--- src/rtl/parlink_pkg.sv ---
package parlink_pkg;

    localparam logic [3:0] FRAME_MARKER = 4'b1110;

    typedef enum logic [1:0] {
        ST_IDLE,
        ST_MARK,
        ST_DATA,
        ST_WAIT
    } tx_state_e;

    typedef enum logic {
        HS_IDLE,
        HS_BITS
    } hs_state_e;

    // Codeword layout {d3,d2,d1,d0,p2,p1,p0}
    function automatic logic [6:0] ham74_encode(input logic [3:0] d);
        logic p0, p1, p2;
        p0 = d[0] ^ d[1] ^ d[3];
        p1 = d[0] ^ d[2] ^ d[3];
        p2 = d[1] ^ d[2] ^ d[3];
        return {d, p2, p1, p0};
    endfunction

endpackage

--- src/rtl/parlink_lane.sv ---
module parlink_lane
    import parlink_pkg::*;
#(
    parameter int LANE_W = 208,
    parameter int CW_W   = 6
) (
    input  logic [LANE_W-1:0] slice,
    input  logic              in_mark,
    input  logic              in_data,
    input  logic [1:0]        mark_idx,
    input  logic [CW_W-1:0]   cw_idx,
    input  logic [2:0]        pos,
    output logic              bit_out
);
    localparam int IDX_W = $clog2(LANE_W);

    logic [IDX_W-1:0] base;
    logic [3:0]       nibble;
    logic [6:0]       cw;

    assign base   = IDX_W'({cw_idx, 2'b00});
    assign nibble = slice[base +: 4];
    assign cw     = ham74_encode(nibble);

    always_comb begin
        if (in_mark)
            bit_out = FRAME_MARKER[2'd3 - mark_idx];
        else if (in_data)
            bit_out = cw[3'd6 - pos];
        else
            bit_out = 1'b0;
    end

endmodule

--- src/rtl/parlink_hs_rx.sv ---
module parlink_hs_rx
    import parlink_pkg::*;
(
    input  logic clk,
    input  logic rst_n,
    input  logic hs_in,
    output logic msg_valid,
    output logic msg_ack
);
    hs_state_e  st;
    logic [1:0] cnt;
    logic [1:0] copies;

    always_ff @(posedge clk) begin
        if (!rst_n) begin
            st     <= HS_IDLE;
            cnt    <= 2'd0;
            copies <= 2'd0;
        end else begin
            unique case (st)
                HS_IDLE: begin
                    cnt <= 2'd0;
                    if (hs_in) st <= HS_BITS;
                end
                HS_BITS: begin
                    copies <= {copies[0], hs_in};
                    cnt    <= cnt + 2'd1;
                    if (cnt == 2'd2) st <= HS_IDLE;
                end
            endcase
        end
    end

    always_comb begin
        msg_valid = (st == HS_BITS) && (cnt == 2'd2);
        msg_ack   = (copies[1] & copies[0]) | (copies[1] & hs_in) | (copies[0] & hs_in);
    end

    // a message is at least four clocks long, so decodes never come back to back
    assert_single_decode_R8: assert property (@(posedge clk) disable iff (!rst_n)
        msg_valid |=> !msg_valid);

endmodule

--- src/rtl/parlink_tx.sv ---
module parlink_tx
    import parlink_pkg::*;
#(
    parameter int PAYLOAD_W = 832,
    parameter int LANES     = 4,
    parameter int TO_W      = 16
) (
    input  logic                 clk,
    input  logic                 rst_n,
    input  logic                 start,
    input  logic [PAYLOAD_W-1:0] payload,
    input  logic [TO_W-1:0]      timeout_cycles,
    input  logic                 hs_in,
    output logic [LANES-1:0]     lane_out,
    output logic                 busy
);
    localparam int LANE_W = PAYLOAD_W / LANES;
    localparam int CW_N   = LANE_W / 4;
    localparam int CW_W   = $clog2(CW_N);

    tx_state_e              state, state_nx;
    logic [PAYLOAD_W-1:0]   pay_q;
    logic [1:0]             mark_idx;
    logic [CW_W-1:0]        cw_idx;
    logic [2:0]             pos;
    logic [TO_W-1:0]        wait_cnt;
    logic                   in_mark, in_data;
    logic                   hs_valid, hs_ack;
    logic                   last_bit, timeout_hit;

    assign last_bit    = (cw_idx == CW_W'(CW_N - 1)) && (pos == 3'd6);
    assign timeout_hit = ({1'b0, wait_cnt} + (TO_W+1)'(1)) >= {1'b0, timeout_cycles};

    parlink_hs_rx u_hs (
        .clk       (clk),
        .rst_n     (rst_n),
        .hs_in     (hs_in),
        .msg_valid (hs_valid),
        .msg_ack   (hs_ack)
    );

    // State register and sequencing counters
    always_ff @(posedge clk) begin
        if (!rst_n) begin
            state    <= ST_IDLE;
            pay_q    <= '0;
            mark_idx <= 2'd0;
            cw_idx   <= '0;
            pos      <= 3'd0;
            wait_cnt <= '0;
        end else begin
            state <= state_nx;
            if (state == ST_IDLE && start) pay_q <= payload;
            mark_idx <= (state == ST_MARK) ? mark_idx + 2'd1 : 2'd0;
            if (state == ST_DATA) begin
                if (pos == 3'd6) begin
                    pos    <= 3'd0;
                    cw_idx <= cw_idx + CW_W'(1);
                end else begin
                    pos <= pos + 3'd1;
                end
            end else begin
                pos    <= 3'd0;
                cw_idx <= '0;
            end
            wait_cnt <= (state == ST_WAIT) ? wait_cnt + TO_W'(1) : '0;
        end
    end

    // Transitions
    always_comb begin
        state_nx = state;
        unique case (state)
            ST_IDLE: if (start) state_nx = ST_MARK;
            ST_MARK: if (mark_idx == 2'd3) state_nx = ST_DATA;
            ST_DATA: if (last_bit) state_nx = ST_WAIT;
            ST_WAIT: begin
                if (hs_valid && hs_ack)  state_nx = ST_IDLE;
                else if (hs_valid)       state_nx = ST_MARK;
                else if (timeout_hit)    state_nx = ST_MARK;
            end
        endcase
    end

    // Outputs
    always_comb begin
        busy    = 1'b1;
        in_mark = 1'b0;
        in_data = 1'b0;
        unique case (state)
            ST_IDLE: busy    = 1'b0;
            ST_MARK: in_mark = 1'b1;
            ST_DATA: in_data = 1'b1;
            ST_WAIT: ;
        endcase
    end

    for (genvar l = 0; l < LANES; l++) begin : g_lane
        logic [LANE_W-1:0] slice;
        for (genvar j = 0; j < LANE_W; j++) begin : g_bit
            assign slice[j] = pay_q[j*LANES + l];
        end
        parlink_lane #(.LANE_W(LANE_W), .CW_W(CW_W)) u_lane (
            .slice    (slice),
            .in_mark  (in_mark),
            .in_data  (in_data),
            .mark_idx (mark_idx),
            .cw_idx   (cw_idx),
            .pos      (pos),
            .bit_out  (lane_out[l])
        );
    end

    assert_quiet_lanes_R6: assert property (@(posedge clk) disable iff (!rst_n)
        (state == ST_IDLE || state == ST_WAIT) |-> (lane_out == '0));

    assert_marker_open_R3: assert property (@(posedge clk) disable iff (!rst_n)
        $rose(busy) |-> (lane_out == '1));

    assert_payload_held_R7: assert property (@(posedge clk) disable iff (!rst_n)
        busy |=> $stable(pay_q));

    assert_ack_release_R8: assert property (@(posedge clk) disable iff (!rst_n)
        (state == ST_WAIT && hs_valid && hs_ack) |=> !busy);

    assert_nak_resend_R9: assert property (@(posedge clk) disable iff (!rst_n)
        (state == ST_WAIT && hs_valid && !hs_ack) |=> (busy && lane_out == '1));

    assert_wait_bound_R10: assert property (@(posedge clk) disable iff (!rst_n)
        (state == ST_WAIT) |-> ((wait_cnt < timeout_cycles) || (wait_cnt == '0)));

    assert_idle_hold_R11: assert property (@(posedge clk) disable iff (!rst_n)
        (state == ST_IDLE && !start) |=> !busy);

endmodule

--- config.mk ---
export PLATFORM = sky130hd
export DESIGN_NAME = parlink_tx
export DESIGN_NICKNAME = d
export VERILOG_FILES = /design/src/rtl/parlink_pkg.sv /design/src/rtl/parlink_lane.sv /design/src/rtl/parlink_hs_rx.sv /design/src/rtl/parlink_tx.sv
export SDC_FILE = /design/constraint.sdc
export NUM_CORES = 2
export LEC_CHECK = 0
export ABC_AREA = 1
export BUFFER_PORTS_ARGS = -buffer_cell sky130_fd_sc_hd__clkbuf_2
export CAP_MARGIN = 30
export CORE_ASPECT_RATIO = 0.7
export CORE_MARGIN = 1.5
export CORE_UTILIZATION = 37
export DETAILED_ROUTE_END_ITERATION = 6
export HOLD_SLACK_MARGIN = 0.05
export PLACE_DENSITY = 0.58
export SYNTH_ARGS = -nofsm -noshare
export SYNTH_HDL_FRONTEND = slang
export SYNTH_SLANG_ARGS = --single-unit
--- constraint.sdc ---
create_clock -name clk -period 9.05 [get_ports clk]
set_clock_uncertainty 0.2 [all_clocks]
set_input_delay 0.4525 -clock clk [delete_from_list [all_inputs] [get_ports clk]]
set_output_delay 0.4525 -clock clk [all_outputs]
set_load 0.02 [all_outputs]
==> results.toml <==
[sta]
setup_tns_ns = 0
min_period_over_period_pct = 67.4
finalSetupViolations = 0
rsz0062_at_grt = "false"
worstMarginPinSlew_ns = 1.15
setup_slack_ns = 2.95
final_hold_viol_count = 0
min_period_ns = 6.10
max-slew-margin-rel_pct = 23.4
max_clock_freq_mhz = 164
slew_viol_final = 0

[drt]
routed_wl_um = 177000
wl_per_cell_um = 19.9
drc = 0
dr_total_vias = 45900
ant_nets = 0
viasPerCell = 5.17
dr.first_iter.drc_count = 4190
first_pass_iters = 6

[finish]
final_nets = 8252
drive_above_1_share_pct = 14.2
syn2layout_area_growth_pct = 41.3
nFillCells = 10200
layout.cells.non_filler = 8887

[floorplanning]
rows = 99
die_h_um = 276
coreArea_sq_mm = 0.105
design.die.area_sq_mm = 0.108
initial_core_util_pct = 37.5
die_w_um = 392
io_pins = 857

[setup_path]
crit_path_end_kind = "output pin"
cpMaxStageDelayCell = "dfxtp_4"
path_max_fanout = 67
crit_path_cell_trace = "buf_4 > buf_4 > nand2_1 > o211ai_1 > nand2_1 > nand2_1 > nand2_1 > nor2_1 > nand2_1 > nand2_1 > nand2_1 > nand2_1 > nand3_1 > nand3_1 > nand3_1 > nand2_1 > nand2_1 > nand2_1 > nand2_1 > clkbuf_2"
critical_path_class = "flop to output pin"
cp-start-kind = "flop"
critical_path_arrival_ns = 5.45
cp.required_ns = 8.40
slowest_delay_ns = 0.92
timing.critical_path.mode_cell = "nand2_1"
cp_num_buf_inv = 3
cp_top_family = "simple AND/OR/NAND/NOR gates"

[synth]
synth_top_cell_by_area = "dfxtp_1"
ys_seq_area_share_pct = 44.2
syn_inst = 6007
synth_warnings = 0
synth_top_cell_area_share_pct = 44.2
yosysUniqueCellTypes = 29
synth_area_per_cell_sq_um = 6.53
ys_ff_latch = 866
yosys-top-cells-area = "dfxtp_1 (44%), nor2_1 (18%), o21ai_0 (14%)"
synth_nets = 6886
synthesis.area_sq_mm = 0.0393

[run]
maxCapViolCount = 0

[power]
switching_share_pct = 34.8
p_comb_share_pct = 28.3
p_leak_nw = 24.7
internal_power_mw = 8.61
seqPwrFrac_pct = 41.2
p_sw_mw = 4.59
power_density_mw_per_mm2 = 238
clockPowerShare_pct = 30.5
peakVddDrop_v = 0.000164

[clock_network]
clk_latency_ns = 0.68
cts-buffers-inserted = 92
cts_tree = "done"
cts_root_buffer = "clkbuf_16"
path_clk_slew_ns = 0.06
cts_setup_buffers = 0
cts_buffer_depth = 3
clock_sinks = 866
cts_max_level = 3
cts_resized = 0

[grt]
grt_overflow = 0
grt_max_degree = 270
grt_pass1_vias = 42700
grtUsageTotal_pct = 31.3
grt_pass1_wl_um = 258000
antenna_found_initial = 26

[place]
place.gp.congestion = 0.935
place_hpwl_um = 116000
place_inst = 7860
io_buffers = 856
pre_cts_ws_ns = 3.81

[min_path]
hold_class = "input pin to flop"

[status]
outcome = "finished clean"
-- metal layers --
metal  global-route usage (%)  up-vias  part of all wire (%)
met4                     18.0       14                   6.0
met5                        0        -                 0.047
met1                     42.4    21300                    44
li1                         -    22000                     -
met3                     4.47      573                   6.6
met2                     47.6     2074                    44
-- cell usage in the layout (no fill, tap or decap), types with 2 or more instances in the layout --
cell type,Yosys,routed
a211oi_1,2,2
xor2_1,6,6
diode_2,0,29
dfxtp_1,866,864
dfxtp_4,0,2
nand3_1,172,172
nand2_1,863,862
inv_8,0,3
clkinv_8,0,2
inv_16,0,2
nor2_4,0,3
nand4_1,7,7
clkinvlp_4,0,2
inv_2,5,4
dlygate4sd3_1,0,832
buf_4,12,26
o21ai_0,1064,1064
ha_1,27,27
nor3_1,14,14
clkbuf_16,0,94
bufinv_16,0,11
o21ai_1,62,62
inv_1,257,255
o211ai_1,19,19
clkinv_2,0,18
clkbuf_2,0,855
clkbuf_8,0,14
clkinv_4,0,3
and3_1,2,2
buf_12,0,8
clkbuf_1,325,17
a21oi_1,254,254
o22ai_1,32,32
nor2_1,1895,1893
-- timing repair --
action                                 4_1_cts  5_1_grt
hold buffers                               832        0
endpoints found under the hold margin      833        0
setup endpoints to repair                    0        0
-- cell usage after synthesis (all sizes together) --
library cell / n
o21ba: 1
xnor2: 1
nand4: 7
o31ai: 1
ha: 27
nor2: 1896
a211oi: 2
o211ai: 19
buf: 127
a41oi: 1
nand3: 172
dfxtp: 866
a21boi: 1
o22ai: 32
nor3: 14
o311ai: 1
xor2: 6
nand2: 863
clkbuf: 325
o21ai: 1126
nand3b: 1
a21oi: 254
and3: 2
inv: 262
-- metrics by stage --
step | power [mW] | cell area, sq um | util, % | hold slack (ns)
2_1_floorplan | 7.70 | 39300 | - | 0.200
3_5_place_dp | 8.86 | 43900 | 41.9 | 0.225
4_1_cts | 13.2 | 55400 | 52.9 | 0.0988
3_3_place_gp | 8.80 | 43900 | 41.9 | 0.215
6_report | 13.2 | 55500 | 53.0 | 0.140
5_1_grt | 14.0 | 55400 | 53.0 | 0.155
-- sequential cells by signal, indices dropped and copies added, names as in the netlist --
signal	flops
u_hs.cnt	2
wait_cnt	16
cw_idx	6
state	2
u_hs.st	1
pay_q	832
pos	3
mark_idx	2
u_hs.copies	2
-- cell type report --
| class | count | area, sq um | area share (%) |
|---|---|---|---|
| clock buffers | 125 | 2610 | 4.70 |
| multi-input cells | 4427 | 19100 | 34.4 |
| repair buffers | 1724 | 13000 | 23.5 |
| well taps | 1414 | 1770 | 3.19 |
| flip-flops and latches | 866 | 17300 | 31.3 |
| inverters | 262 | 1010 | 1.81 |
| diodes | 29 | 72.6 | 0.131 |
| clock inverters | 40 | 573 | 1.03 |
-- power groups by stage --
stage | clock network [mW] | logic, mW | registers [mW]
finish | 4.03 | 3.73 | 5.43
global placement | 0 | 3.31 | 5.48
floorplan | 0 | 2.39 | 5.32
global route | 4.25 | 4.20 | 5.55
detailed placement | 0 | 3.36 | 5.50
CTS | 4.09 | 3.66 | 5.42
-- worst register-to-register path: stages (launching register included) --
cell and delay [ns]:
dfxtp_1 0.38, inv_1 0.12, ha_1 0.26, nand2_4 0.53
buf_4 0.70, buf_4 0.82, buf_4 0.97, o21ai_0 0.45
a21oi_1 0.19
-- kinds of logic after synthesis --
kind of cell,count (synthesis),synth area share (%)
AND/OR/NAND/NOR,2955,28.9
XOR/XNOR,7,0.156
adder cells (fa/ha/maj),27,0.861
AO/OA/AOI/OAI,1438,18.6
flip-flops,866,44.2
buffers and inverters,714,7.27
-- final timing paths --
kind / start / cells past startpoint / endpoint / slack (ns)
max: cw_idx[0]$_SDFFE_PN0P_ / 20 / lane_out[0] / 2.95
min: rst_n / 3 / pay_q[652]$_SDFFE_PN0P_ / 0.14
max reg2reg: state[0]$_SDFFE_PN0P_ / 8 / pay_q[277]$_SDFFE_PN0P_ / 4.35
min reg2reg: u_hs.cnt[0]$_SDFF_PN0_ / 1 / u_hs.cnt[0]$_SDFF_PN0_ / 0.23
No activity file was read; power rests on OpenSTA's default activity.
